**src/rtl/sdram_seq_pkg.sv**
```systemverilog
package sdram_seq_pkg;

    // Command encodings on {cs_n, ras_n, cas_n, we_n}
    typedef enum logic [3:0] {
        CMD_NOP = 4'b0111,
        CMD_ACT = 4'b0011,
        CMD_RD  = 4'b0101,
        CMD_WR  = 4'b0100,
        CMD_PRE = 4'b0010
    } sdram_cmd_e;

    // Default geometry and timing (cycles)
    localparam int DEF_BAW    = 2;
    localparam int DEF_ROWW   = 13;
    localparam int DEF_COLW   = 10;
    localparam int DEF_AW     = 13;
    localparam int DEF_APBIT  = 10;
    localparam int DEF_TRCD   = 3;
    localparam int DEF_TRP    = 3;
    localparam int DEF_TRAS   = 6;
    localparam int DEF_CLX2   = 5;   // CAS latency times two
    localparam int DEF_BL     = 4;
    localparam int DEF_TDQSS  = 1;
    localparam int DEF_TWTR   = 1;
    localparam int DEF_TWRP   = 2;

endpackage

```
**src/rtl/sdram_bank_track.sv**
```systemverilog
module sdram_bank_track #(
    parameter int ROWW   = 13,
    parameter int CW     = 5,
    parameter int TRCD   = 3,
    parameter int TRAS   = 6,
    parameter int TRP    = 3,
    parameter int RD2PRE = 2,
    parameter int WR2PRE = 5
) (
    input  logic            clk,
    input  logic            rst_n,
    input  logic            act_i,
    input  logic            pre_i,
    input  logic            rd_i,
    input  logic            wr_i,
    input  logic            ap_i,
    input  logic [ROWW-1:0] row_i,
    output logic            open_o,
    output logic [ROWW-1:0] row_o,
    output logic            act_ok_o,
    output logic            pre_ok_o,
    output logic            col_ok_o
);

    localparam logic [CW-1:0] L_RCD = CW'(TRCD - 1);
    localparam logic [CW-1:0] L_RAS = CW'(TRAS - 1);
    localparam logic [CW-1:0] L_RP  = CW'(TRP - 1);
    localparam logic [CW-1:0] L_RDP = CW'(RD2PRE - 1);
    localparam logic [CW-1:0] L_WRP = CW'(WR2PRE - 1);

    typedef struct packed {
        logic            open;
        logic [ROWW-1:0] row;
        logic [CW-1:0]   act_w;
        logic [CW-1:0]   pre_w;
        logic [CW-1:0]   col_w;
    } bank_t;

    bank_t bk_d, bk_q;

    function automatic logic [CW-1:0] tick(input logic [CW-1:0] v);
        return (v == '0) ? v : v - CW'(1);
    endfunction

    function automatic logic [CW-1:0] later(input logic [CW-1:0] a, input logic [CW-1:0] b);
        return (a > b) ? a : b;
    endfunction

    always_comb begin
        bk_d       = bk_q;
        bk_d.act_w = tick(bk_q.act_w);
        bk_d.pre_w = tick(bk_q.pre_w);
        bk_d.col_w = tick(bk_q.col_w);
        if (act_i) begin
            bk_d.open  = 1'b1;
            bk_d.row   = row_i;
            bk_d.col_w = L_RCD;
            bk_d.pre_w = later(bk_d.pre_w, L_RAS);
        end
        if (pre_i) begin
            bk_d.open  = 1'b0;
            bk_d.act_w = later(bk_d.act_w, L_RP);
        end
        if (rd_i || wr_i) begin
            bk_d.pre_w = later(bk_d.pre_w, rd_i ? L_RDP : L_WRP);
            if (ap_i) begin
                // internal precharge at the earliest legal point, then tRP
                bk_d.open  = 1'b0;
                bk_d.act_w = bk_d.pre_w + CW'(TRP);
            end
        end
    end

    always_ff @(posedge clk or negedge rst_n) begin
        if (!rst_n) bk_q <= '0;
        else        bk_q <= bk_d;
    end

    assign open_o   = bk_q.open;
    assign row_o    = bk_q.row;
    assign act_ok_o = (bk_q.act_w == '0);
    assign pre_ok_o = (bk_q.pre_w == '0);
    assign col_ok_o = (bk_q.col_w == '0);

    // Elapsed-cycle counters used only by the checks below
    localparam int SW = 5;
    logic [SW-1:0] since_act, since_pre, since_rd, since_wr;

    function automatic logic [SW-1:0] up(input logic [SW-1:0] v);
        return (v == '1) ? v : v + SW'(1);
    endfunction

    always_ff @(posedge clk or negedge rst_n) begin
        if (!rst_n) begin
            since_act <= '1;
            since_pre <= '1;
            since_rd  <= '1;
            since_wr  <= '1;
        end else begin
            since_act <= act_i ? '0 : up(since_act);
            since_pre <= pre_i ? '0 : up(since_pre);
            since_rd  <= rd_i  ? '0 : up(since_rd);
            since_wr  <= wr_i  ? '0 : up(since_wr);
        end
    end

    assert_act_closed_R2: assert property (@(posedge clk) disable iff (!rst_n)
        act_i |-> !bk_q.open);
    assert_trcd_R2: assert property (@(posedge clk) disable iff (!rst_n)
        (rd_i || wr_i) |-> (since_act >= SW'(TRCD - 1)));
    assert_col_open_R3: assert property (@(posedge clk) disable iff (!rst_n)
        (rd_i || wr_i) |-> bk_q.open);
    assert_tras_R4: assert property (@(posedge clk) disable iff (!rst_n)
        pre_i |-> (since_act >= SW'(TRAS - 1)));
    assert_trp_R4: assert property (@(posedge clk) disable iff (!rst_n)
        act_i |-> (since_pre >= SW'(TRP - 1)));
    assert_wr_pre_R8: assert property (@(posedge clk) disable iff (!rst_n)
        pre_i |-> (since_wr >= SW'(WR2PRE - 1)));
    assert_rd_pre_R9: assert property (@(posedge clk) disable iff (!rst_n)
        pre_i |-> (since_rd >= SW'(RD2PRE - 1)));
    assert_ap_closed_R10: assert property (@(posedge clk) disable iff (!rst_n)
        ((rd_i || wr_i) && ap_i) |=> !open_o);

endmodule

```
**src/rtl/sdram_bus_timer.sv**
```systemverilog
module sdram_bus_timer #(
    parameter int CW    = 5,
    parameter int RD2RD = 2,
    parameter int RD2WR = 5,
    parameter int WR2WR = 2,
    parameter int WR2RD = 4
) (
    input  logic clk,
    input  logic rst_n,
    input  logic rd_i,
    input  logic wr_i,
    output logic rd_ok_o,
    output logic wr_ok_o
);

    localparam logic [CW-1:0] L_RR = CW'(RD2RD - 1);
    localparam logic [CW-1:0] L_RW = CW'(RD2WR - 1);
    localparam logic [CW-1:0] L_WW = CW'(WR2WR - 1);
    localparam logic [CW-1:0] L_WR = CW'(WR2RD - 1);

    typedef struct packed {
        logic [CW-1:0] rd_w;
        logic [CW-1:0] wr_w;
    } bus_t;

    bus_t bs_d, bs_q;

    function automatic logic [CW-1:0] tick(input logic [CW-1:0] v);
        return (v == '0) ? v : v - CW'(1);
    endfunction

    function automatic logic [CW-1:0] later(input logic [CW-1:0] a, input logic [CW-1:0] b);
        return (a > b) ? a : b;
    endfunction

    always_comb begin
        bs_d.rd_w = tick(bs_q.rd_w);
        bs_d.wr_w = tick(bs_q.wr_w);
        if (rd_i) begin
            bs_d.rd_w = later(bs_d.rd_w, L_RR);
            bs_d.wr_w = later(bs_d.wr_w, L_RW);
        end
        if (wr_i) begin
            bs_d.wr_w = later(bs_d.wr_w, L_WW);
            bs_d.rd_w = later(bs_d.rd_w, L_WR);
        end
    end

    always_ff @(posedge clk or negedge rst_n) begin
        if (!rst_n) bs_q <= '0;
        else        bs_q <= bs_d;
    end

    assign rd_ok_o = (bs_q.rd_w == '0);
    assign wr_ok_o = (bs_q.wr_w == '0);

    localparam int SW = 5;
    logic [SW-1:0] since_rd, since_wr;

    function automatic logic [SW-1:0] up(input logic [SW-1:0] v);
        return (v == '1) ? v : v + SW'(1);
    endfunction

    always_ff @(posedge clk or negedge rst_n) begin
        if (!rst_n) begin
            since_rd <= '1;
            since_wr <= '1;
        end else begin
            since_rd <= rd_i ? '0 : up(since_rd);
            since_wr <= wr_i ? '0 : up(since_wr);
        end
    end

    assert_one_col_R11: assert property (@(posedge clk) disable iff (!rst_n)
        !(rd_i && wr_i));
    assert_rd_rd_R7: assert property (@(posedge clk) disable iff (!rst_n)
        rd_i |-> (since_rd >= SW'(RD2RD - 1)));
    assert_wr_wr_R7: assert property (@(posedge clk) disable iff (!rst_n)
        wr_i |-> (since_wr >= SW'(WR2WR - 1)));
    assert_wr_rd_R8: assert property (@(posedge clk) disable iff (!rst_n)
        rd_i |-> (since_wr >= SW'(WR2RD - 1)));
    assert_rd_wr_R9: assert property (@(posedge clk) disable iff (!rst_n)
        wr_i |-> (since_rd >= SW'(RD2WR - 1)));

endmodule

```
**src/rtl/sdram_cmd_seq.sv**
```systemverilog
module sdram_cmd_seq
    import sdram_seq_pkg::*;
#(
    parameter int BAW   = DEF_BAW,
    parameter int ROWW  = DEF_ROWW,
    parameter int COLW  = DEF_COLW,
    parameter int AW    = DEF_AW,
    parameter int APBIT = DEF_APBIT,
    parameter int TRCD  = DEF_TRCD,
    parameter int TRP   = DEF_TRP,
    parameter int TRAS  = DEF_TRAS,
    parameter int CLX2  = DEF_CLX2,
    parameter int BL    = DEF_BL,
    parameter int TDQSS = DEF_TDQSS,
    parameter int TWTR  = DEF_TWTR,
    parameter int TWRP  = DEF_TWRP
) (
    input  logic            clk,
    input  logic            rst_n,
    input  logic            req_valid,
    output logic            req_ready,
    input  logic            req_write,
    input  logic            req_autopre,
    input  logic [BAW-1:0]  req_bank,
    input  logic [ROWW-1:0] req_row,
    input  logic [COLW-1:0] req_col,
    output logic            cmd_cs_n,
    output logic            cmd_ras_n,
    output logic            cmd_cas_n,
    output logic            cmd_we_n,
    output logic [BAW-1:0]  cmd_ba,
    output logic [AW-1:0]   cmd_addr
);

    localparam int NBANK  = 2 ** BAW;
    localparam int CLCYC  = (CLX2 + 1) / 2;
    localparam int BURST  = BL / 2;
    localparam int RD2RD  = BURST;
    localparam int RD2WR  = CLCYC + BURST;
    localparam int RD2PRE = BURST;
    localparam int WR2WR  = BURST;
    localparam int WR2RD  = TDQSS + BURST + TWTR;
    localparam int WR2PRE = TDQSS + BURST + TWRP;
    localparam int CW     = $clog2(TRAS + WR2PRE + TRP + RD2WR + 1);

    typedef struct packed {
        logic            busy;
        logic [BAW-1:0]  bank;
        logic [ROWW-1:0] row;
        logic [COLW-1:0] col;
        logic            wr;
        logic            ap;
        logic [3:0]      cmd;
        logic [BAW-1:0]  ba;
        logic [AW-1:0]   addr;
    } seq_t;

    seq_t sq_d, sq_q;
    logic do_act, do_pre, do_rd, do_wr;

    logic [NBANK-1:0] b_open, b_act_ok, b_pre_ok, b_col_ok;
    logic [ROWW-1:0]  b_row [NBANK];
    logic             bus_rd_ok, bus_wr_ok;

    logic            sel_open, sel_act_ok, sel_pre_ok, sel_col_ok, sel_hit;
    logic [ROWW-1:0] sel_row;

    assign sel_open   = b_open[sq_q.bank];
    assign sel_act_ok = b_act_ok[sq_q.bank];
    assign sel_pre_ok = b_pre_ok[sq_q.bank];
    assign sel_col_ok = b_col_ok[sq_q.bank];
    assign sel_row    = b_row[sq_q.bank];
    assign sel_hit    = sel_open && (sel_row == sq_q.row);

    always_comb begin
        sq_d   = sq_q;
        sq_d.cmd = CMD_NOP;
        do_act = 1'b0;
        do_pre = 1'b0;
        do_rd  = 1'b0;
        do_wr  = 1'b0;
        if (!sq_q.busy) begin
            if (req_valid) begin
                sq_d.busy = 1'b1;
                sq_d.bank = req_bank;
                sq_d.row  = req_row;
                sq_d.col  = req_col;
                sq_d.wr   = req_write;
                sq_d.ap   = req_autopre;
            end
        end else if (sel_hit) begin
            if (sel_col_ok && (sq_q.wr ? bus_wr_ok : bus_rd_ok)) begin
                do_rd    = !sq_q.wr;
                do_wr    = sq_q.wr;
                sq_d.cmd = sq_q.wr ? CMD_WR : CMD_RD;
                sq_d.ba  = sq_q.bank;
                sq_d.addr = '0;
                sq_d.addr[COLW-1:0] = sq_q.col;
                sq_d.addr[APBIT]    = sq_q.ap;
                sq_d.busy = 1'b0;
            end
        end else if (sel_open) begin
            if (sel_pre_ok) begin
                do_pre    = 1'b1;
                sq_d.cmd  = CMD_PRE;
                sq_d.ba   = sq_q.bank;
                sq_d.addr = '0;
            end
        end else begin
            if (sel_act_ok) begin
                do_act    = 1'b1;
                sq_d.cmd  = CMD_ACT;
                sq_d.ba   = sq_q.bank;
                sq_d.addr = AW'(sq_q.row);
            end
        end
    end

    always_ff @(posedge clk or negedge rst_n) begin
        if (!rst_n) begin
            sq_q     <= '0;
            sq_q.cmd <= CMD_NOP;
        end else begin
            sq_q <= sq_d;
        end
    end

    for (genvar g = 0; g < NBANK; g++) begin : g_bank
        logic mine;
        assign mine = (sq_q.bank == BAW'(g));
        sdram_bank_track #(
            .ROWW(ROWW), .CW(CW), .TRCD(TRCD), .TRAS(TRAS), .TRP(TRP),
            .RD2PRE(RD2PRE), .WR2PRE(WR2PRE)
        ) u_bank (
            .clk     (clk),
            .rst_n   (rst_n),
            .act_i   (do_act && mine),
            .pre_i   (do_pre && mine),
            .rd_i    (do_rd && mine),
            .wr_i    (do_wr && mine),
            .ap_i    (sq_q.ap),
            .row_i   (sq_q.row),
            .open_o  (b_open[g]),
            .row_o   (b_row[g]),
            .act_ok_o(b_act_ok[g]),
            .pre_ok_o(b_pre_ok[g]),
            .col_ok_o(b_col_ok[g])
        );
    end

    sdram_bus_timer #(
        .CW(CW), .RD2RD(RD2RD), .RD2WR(RD2WR), .WR2WR(WR2WR), .WR2RD(WR2RD)
    ) u_bus (
        .clk    (clk),
        .rst_n  (rst_n),
        .rd_i   (do_rd),
        .wr_i   (do_wr),
        .rd_ok_o(bus_rd_ok),
        .wr_ok_o(bus_wr_ok)
    );

    assign req_ready = !sq_q.busy;
    assign {cmd_cs_n, cmd_ras_n, cmd_cas_n, cmd_we_n} = sq_q.cmd;
    assign cmd_ba   = sq_q.ba;
    assign cmd_addr = sq_q.addr;

    assert_take_once_R11: assert property (@(posedge clk) disable iff (!rst_n)
        (req_valid && req_ready) |=> !req_ready);
    assert_ready_after_col_R11: assert property (@(posedge clk) disable iff (!rst_n)
        $rose(req_ready) |-> (sq_q.cmd == CMD_RD || sq_q.cmd == CMD_WR));
    assert_pre_single_R4: assert property (@(posedge clk) disable iff (!rst_n)
        (sq_q.cmd == CMD_PRE) |-> !cmd_addr[APBIT]);
    assert_legal_code_R5: assert property (@(posedge clk) disable iff (!rst_n)
        (sq_q.cmd == CMD_NOP) || (sq_q.cmd == CMD_ACT) || (sq_q.cmd == CMD_RD)
        || (sq_q.cmd == CMD_WR) || (sq_q.cmd == CMD_PRE));
    assert_one_cmd_R11: assert property (@(posedge clk) disable iff (!rst_n)
        $countones({do_act, do_pre, do_rd, do_wr}) <= 1);

endmodule

```
**config.mk**
```make
export PLATFORM = sky130hd
export DESIGN_NAME = sdram_cmd_seq
export DESIGN_NICKNAME = d
export VERILOG_FILES = /design/src/rtl/sdram_seq_pkg.sv /design/src/rtl/sdram_bank_track.sv /design/src/rtl/sdram_bus_timer.sv /design/src/rtl/sdram_cmd_seq.sv
export SDC_FILE = /design/constraint.sdc
export NUM_CORES = 1
export LEC_CHECK = 0
export BUFFER_PORTS_ARGS = -buffer_cell sky130_fd_sc_hd__buf_4
export CORE_MARGIN = 3
export CORE_UTILIZATION = 55
export CTS_CLUSTER_DIAMETER = 150
export DETAILED_ROUTE_END_ITERATION = 8
export HOLD_SLACK_MARGIN = 0.05
export PLACE_DENSITY_LB_ADDON = 0.05
export SLEW_MARGIN = 10
export SYNTH_ARGS = -nofsm -noshare
export SYNTH_HDL_FRONTEND = slang
export SYNTH_SLANG_ARGS = --single-unit
```
**constraint.sdc**
```tcl
create_clock -name clk -period 6.4 [get_ports clk]
set_input_delay 0.96 -clock clk [delete_from_list [all_inputs] [get_ports clk]]
set_output_delay 0.96 -clock clk [all_outputs]
set_load 0.01 [all_outputs]
```
==> run_results.csv, run 1 <==
group,metric,value,unit
cts,clock_sinks,172,
cts,cts-htree-levels,4,
timing,finalSetupTns,0,ns
critical_path,start_kind,"flip-flop",
cts,post-cts-setup-buffers,0,
critical_path,reg2reg_slack,1.34,ns
timing,clock_skew,0.0122,ns
die,core_region_area,17400,um^2
synth,synthSimpleGateAreaFrac,18.9,%
placement,place.gp.congestion,0.855,
critical_path,crit_arrival,5.42,ns
timing,max-slew-margin-rel,29.9,%
cts,cts-root-buf,"clkbuf_16",
timing,drv_slew,0,
global_routing,antenna_found_initial,0,
critical_path,required,6.76,ns
global_routing,gr-total-overflow,0,
synth,synth_compound_area_share,8.36,%
placement,port_buffers,48,
synth,synth_fa_ha_area_share,4.95,%
cells_and_area,diodes,0,
detailed_routing,drt-total-wl,20.8,mm
placement,place_ws,1.33,ns
cts,clock_latency,0.44,ns
cts,cts.repair.resized,0,
placement,placed_area,10300,um^2
cts,clock_path_buffers,2,
critical_path,r2r_cells,16,
flow_run,max_cap_viol_count,0,
die,die_x,140,um
synth,synth_top_family_by_area,"simple AND/OR/NAND/NOR gates",
critical_path,cpPeakStageDelay,1.04,ns
synth,synthesis.nets,1022,
timing,setup-violations-final,0,
power,power_density,503,nW/um^2
synth,yosys.area_share.xor_xnor,4.61,%
synth,synth_seq_cells,172,
synth,synth_mux_area_share,14.3,%
cts,cts_buffers,17,
critical_path,critPathSlowestCell,"dfrtp_1",
placement,dp_cells,1192,
timing,grt_setup_unrepaired,"no",
synth,yosys_warnings,0,
run_status,outcome,"completed",
synth,synth_top_flop_cell,"dfrtp_1",
detailed_routing,ant_nets,0,
detailed_routing,viasPerCell,5.66,
synth,yosysSeqAreaShare,43.7,%
global_routing,grt_max_degree,72,
synth,yosys.area.top_type,"dfrtp_1",
synth,synthArstFlopShare,100,%
synth,synth_cells,953,
timing,fmax,198,MHz
die,die_area,19500,um^2
die,rows,48,
placement,place_hpwl,14.7,mm
cells_and_area,fin_area,10900,um^2
die,ios,50,
cts,clk_pin_slew,0.07,ns
synth,synthTopCellsByArea,"dfrtp_1 43%, mux2_2 7.4%, ha_1 5.0%, nand2_1 4.6%, xnor2_1 3.6%",
synth,synth.top_cells.by_count,"169 x dfrtp_1, 120 x nand2_1, 90 x nor2_1",
synth,synthMostInstantiatedCell,"dfrtp_1",
synth,netlist.area_leader.share,42.9,%
critical_path,path_cells,"mux4_1 > xnor2_1 > nand4_1 > nor4_4 > nand3_1 > nor2_1 > ha_1 > a22oi_1 > nor2_1 > a21oi_2 > nor2b_1 > nor2_1 > ha_1 > or3_1 > xor2_1 > mux2i_1",
global_routing,grt_usage,22.2,%
timing,period_minus_slack,5.06,ns
timing,finalCritPeriodShare,79.1,%
cells_and_area,syn_to_final_growth,11.2,%
cts,cts_tree,"built",
timing,finalHoldViolations,0,
synth,avgSynthCellArea,10.3,um^2
min_path,hold_path_class,"input pin to async pin",
cells_and_area,drive_gt1_share,21.2,%
critical_path,worstPathMaxFanout,27,
global_routing,grt_first_pass_wirelength,35.4,mm
critical_path,crit_top_cell,"nor2_1",
synth,synth_edf_count,0,
cts,hold_buffers,0,
detailed_routing,drt_iter0_drc,368,
power,p_leak,5.01,nW
detailed_routing,drc,0,
timing,tightest_slew,1.05,ns
synth,syn_area,9850,um^2
power,ir_drop,280,uV
timing,setup_ws,1.34,ns
synth,synth_cell_type_count,81,
die,die_y,140,um
cells_and_area,final_nets,1055,
die,start_util,56.6,%
detailed_routing,routedWlPerCell,17.0,um
critical_path,crit_path_end_kind,"flip-flop",
detailed_routing,dr.pass1.iters,4,
critical_path,path_class,"flip-flop to flip-flop",
cells_and_area,fin_cells,1224,
global_routing,grt_pass1_vias,6922,
detailed_routing,vias,6922,
-- report_power, final --
part	internal (mW)	total, mW	switching, mW
registers	1.54	1.92	0.379
logic	1.22	2.53	1.31
clock network	0.570	1.06	0.488
total	3.33	5.51	2.18
-- cells by family after synthesis --
| kind of cell | count (synthesis) |
|---|---|
| muxes | 107 |
| xor gates and xnor gates | 51 |
| buffers and inverters | 103 |
| adders and majority gates | 39 |
| AOI/OAI and AO/OA | 124 |
| DFF | 172 |
| and+or+nand+nor | 356 |
| other | 1 |
-- placed cells by master (no fill, tap or decap), types with 23 or more instances in the layout --
master / n
dfrtp_1: 169
nand2_1: 120
nor2_1: 90
mux2_2: 65
buf_4: 62
inv_1: 51
a21oi_1: 42
xnor2_1: 41
ha_1: 39
nor3_1: 29
mux2i_1: 23
-- stage by stage --
step	hold WS (ns)	power, mW	util, %
detailed placement	0.462	4.47	59.4
CTS	0.459	5.55	62.9
global placement	0.453	4.43	59.4
global route	0.465	6.01	62.9
floorplan	0.438	3.93	-
finish	0.444	5.51	62.9
-- worst max-delay path: cells and delay by family (launching register included) --
family,cells,cell delay [ns]
xor gates and xnor gates,2,0.31
and+or+nand+nor,8,2.12
muxes,2,0.55
DFF,1,1.04
adders and majority gates,2,0.46
AOI/OAI and AO/OA,2,0.51
-- per-layer routing --
layer | share of wire [%] | track usage (%) | wire [um]
met2 | 48 | 35.9 | 9910
met1 | 47 | 31.0 | 9840
met4 | 1.3 | 5.46 | 270
met5 | 0 | 0 | 0
met3 | 3.9 | 4.64 | 809
-- worst paths after layout --
kind	startpoint	endpoint
max in group asynchronous	rst_n	g_bank[1].u_bank.row_o[0]
min in group clk	g_bank[2].u_bank.row_o[3]	g_bank[2].u_bank.row_o[3]
setup / recovery	sq_q[45]	g_bank[1].u_bank.bk_q[14]
hold reg to reg	g_bank[2].u_bank.row_o[3]	g_bank[2].u_bank.row_o[3]
setup reg to reg	sq_q[45]	g_bank[1].u_bank.bk_q[14]
hold / removal	rst_n	g_bank[1].u_bank.bk_q[12]
-- sequential cells by signal, summed over array words and instances (netlist names) --
name                  cells
g_bank.u_bank.bk_q       60
g_bank.u_bank.row_o      52
g_bank.u_bank.open_o      4
sq_q                     28
cmd_addr                 13
cmd_cas_n                 1
u_bus.bs_q               10
cmd_ba                    2
cmd_ras_n                 1
cmd_we_n                  1
-- area by class of cell --
type	count	area, um^2
inverters	54	203
well taps	225	282
repair buffers	63	477
flip-flops and latches	172	4310
clock buffers	18	439
fillers	1431	6470
multi-input cells	678	5070
clock inverters	14	168
No activity file was read; power rests on OpenSTA's default activity.
==> run 2: changes to the inputs <==
--- a/config.mk
+++ b/config.mk
@@ -5,6 +5,7 @@
 export SDC_FILE = /design/constraint.sdc
 export NUM_CORES = 1
 export LEC_CHECK = 0
+export ABC_AREA = 1
 export BUFFER_PORTS_ARGS = -buffer_cell sky130_fd_sc_hd__buf_4
 export CORE_MARGIN = 3
 export CORE_UTILIZATION = 55
==> constraint.sdc (replaced) <==
create_clock -name clk -period 4.19 [get_ports clk]
set_input_delay 0.6285 -clock clk [delete_from_list [all_inputs] [get_ports clk]]
set_output_delay 0.6285 -clock clk [all_outputs]
set_load 0.01 [all_outputs]
==> run_results.csv, run 2 <==
group,metric,value,unit
flow_run,max_cap_viol_count,0,
cells_and_area,final_nets,1432,
critical_path,critPathSlowestCell,"dfrtp_2",
power,p_leak,6.04,nW
cts,cts_tree,"built",
die,start_util,57.1,%
synth,synthTopCellsByArea,"dfrtp_1 42%, nand2_1 17%, inv_1 5.8%, ha_1 4.9%, o21ai_0 3.7%",
die,die_area,19900,um^2
cts,clock_sinks,172,
timing,period_minus_slack,3.82,ns
synth,synthesis.nets,1391,
cells_and_area,drive_gt1_share,12.5,%
detailed_routing,viasPerCell,5.21,
power,ir_drop,533,uV
critical_path,crit_top_cell,"nand2_1",
critical_path,cpPeakStageDelay,0.49,ns
detailed_routing,drt-total-wl,22.9,mm
global_routing,antenna_found_initial,0,
die,core_region_area,17600,um^2
timing,grt_setup_unrepaired,"no",
critical_path,cp_top_family,"simple AND/OR/NAND/NOR gates",
die,ios,50,
cts,hold_buffers,0,
global_routing,top_usage_layer,"met2",
critical_path,crit_arrival,4.15,ns
run_status,outcome,"completed",
detailed_routing,dr.pass1.iters,5,
cells_and_area,top_register,"g_bank.u_bank.bk_q",
die,die_y,141,um
synth,synth_top_flop_cell,"dfrtp_1",
timing,whs,0.342,ns
timing,setup-violations-final,0,
synth,yosys.area.top_type,"dfrtp_1",
critical_path,path_class,"flip-flop to flip-flop",
die,die_x,141,um
synth,synth_cells,1322,
synth,synth_cell_type_count,45,
critical_path,crit_path_end_kind,"flip-flop",
cts,clock_path_buffers,2,
cells_and_area,largest_register_ffs,60,
timing,tightest_slew,0.966,ns
global_routing,gr-total-overflow,0,
critical_path,start_kind,"flip-flop",
die,rows,48,
timing,clock_skew,0.0122,ns
placement,place.gp.congestion,0.857,
timing,drv_slew,0,
min_path,hold_path_class,"input pin to async pin",
cells_and_area,final_cell_mix,"459 x nand2_1, 168 x dfrtp_1, 154 x inv_1, 89 x nor2_1, 74 x o21ai_0",
critical_path,worst-path-buf-inv,5,
synth,synth_edf_count,0,
synth,synth.top_cells.by_count,"459 x nand2_1, 169 x dfrtp_1, 154 x inv_1",
timing,finalCritPeriodShare,91.2,%
timing,fmax,262,MHz
synth,synthArstFlopShare,100,%
synth,netlist.area_leader.share,42.1,%
detailed_routing,vias,8335,
detailed_routing,routedWlPerCell,14.3,um
timing,max-slew-margin-rel,35.6,%
global_routing,use_met3,4.04,%
timing,finalHoldViolations,0,
cts,cts-root-buf,"clkbuf_16",
critical_path,worstPathMaxFanout,9,
detailed_routing,drt_iter0_drc,563,
power,total_power,8.93,mW
cts,cts_buffers,17,
synth,yosysSeqAreaShare,42.9,%
synth,avgSynthCellArea,7.60,um^2
global_routing,grt_first_pass_wirelength,38.5,mm
cells_and_area,syn_to_final_growth,11.8,%
synth,synth_seq_cells,172,
power,power_density,795,nW/um^2
synth,synthMostInstantiatedCell,"nand2_1",
global_routing,use_met1,34.2,%
synth,yosys_warnings,0,
critical_path,reg2reg_slack,0.37,ns
critical_path,required,4.51,ns
timing,finalSetupTns,0,ns
cells_and_area,final_common_cell,"nand2_1",
synth,syn_area,10000,um^2
placement,port_buffers,48,
global_routing,grt_usage,23.7,%
cts,clock_latency,0.43,ns
global_routing,grt_pass1_vias,7816,
cells_and_area,diodes,0,
global_routing,grt_use_met2,37.8,%
detailed_routing,ant_nets,0,
detailed_routing,drc,0,
cts,cts-htree-levels,4,
cts,clk_pin_slew,0.07,ns
global_routing,grt_max_degree,103,
placement,place_hpwl,16.4,mm
==> run 2: cell count changes in the layout (fill, tap and decap cells not counted), sizes merged, moves of 23 or more <==
| cell | previous run | this run |
|---|---|---|
| inv | 62 | 170 |
| mux2 | 67 | 14 |
| xnor2 | 42 | 0 |
| nand2 | 121 | 465 |
| nand3 | 15 | 64 |
| mux2i | 23 | 0 |
| o21ai | 20 | 83 |
==> run 2: layer usage <==
layer	part of all wire (%)	wire (um)
met5	0	0
met4	1.1	256
met3	2.9	669
met2	48	10900
met1	48	11100
==> run 2: cell families after synthesis <==
family / synth area share, %
AOI/OAI and AO/OA: 8.90
xor gates and xnor gates: 2.62
adders and majority gates: 4.86
buffers and inverters: 8.92
DFF: 42.9
muxes: 1.57
other: 0.0373
and+or+nand+nor: 30.2
==> run 2: repair_timing <==
action                                  4_1_cts  5_1_grt
setup buffers                                 0        1
gates resized for setup                       0        7
endpoints found under the setup margin        0        4
==> run 2: layout make-up <==
type	count	area [um^2]
Clock buffer	20	467
Clock inverter	12	171
Fill cell	1592	6370
Inverter	164	618
Multi-Input combinational cell	939	4840
Sequential cell	172	4310
Tap cell	225	282
Timing Repair Buffer	69	538
==> run 2: final timing paths <==
kind	endpoint	startpoint	depth (start not counted)
worst max-delay path	g_bank[2].u_bank.bk_q[14]	sq_q[45]	27
worst max register to register	g_bank[2].u_bank.bk_q[14]	sq_q[45]	27
worst min register to register	g_bank[3].u_bank.row_o[10]	g_bank[3].u_bank.row_o[10]	2
max in group asynchronous	g_bank[0].u_bank.bk_q[3]	rst_n	2
min in group clk	sq_q[30]	req_col[9]	2
worst min-delay path	g_bank[0].u_bank.bk_q[5]	rst_n	1
==> run 2: through the flow <==
| step | instance area, um^2 | setup slack, ns | utilization, % | instances |
|---|---|---|---|---|
| 6_report | 11200 | 0.367 | 63.8 | 1601 |
| 3_5_place_dp | 10600 | 0.287 | 60.1 | 1568 |
| 3_3_place_gp | 10600 | 0.362 | 60.1 | 1568 |
| 5_1_grt | 11200 | 0.00944 | 63.8 | 1601 |
| 4_1_cts | 11200 | 0.283 | 63.7 | 1600 |
| 2_1_floorplan | 10000 | 0.670 | - | 1322 |
==> run 2: where the power goes <==
part	switching (mW)	internal (mW)	total, mW
registers	0.454	2.38	2.84
clock network	0.711	1.01	1.72
logic	2.68	1.70	4.38
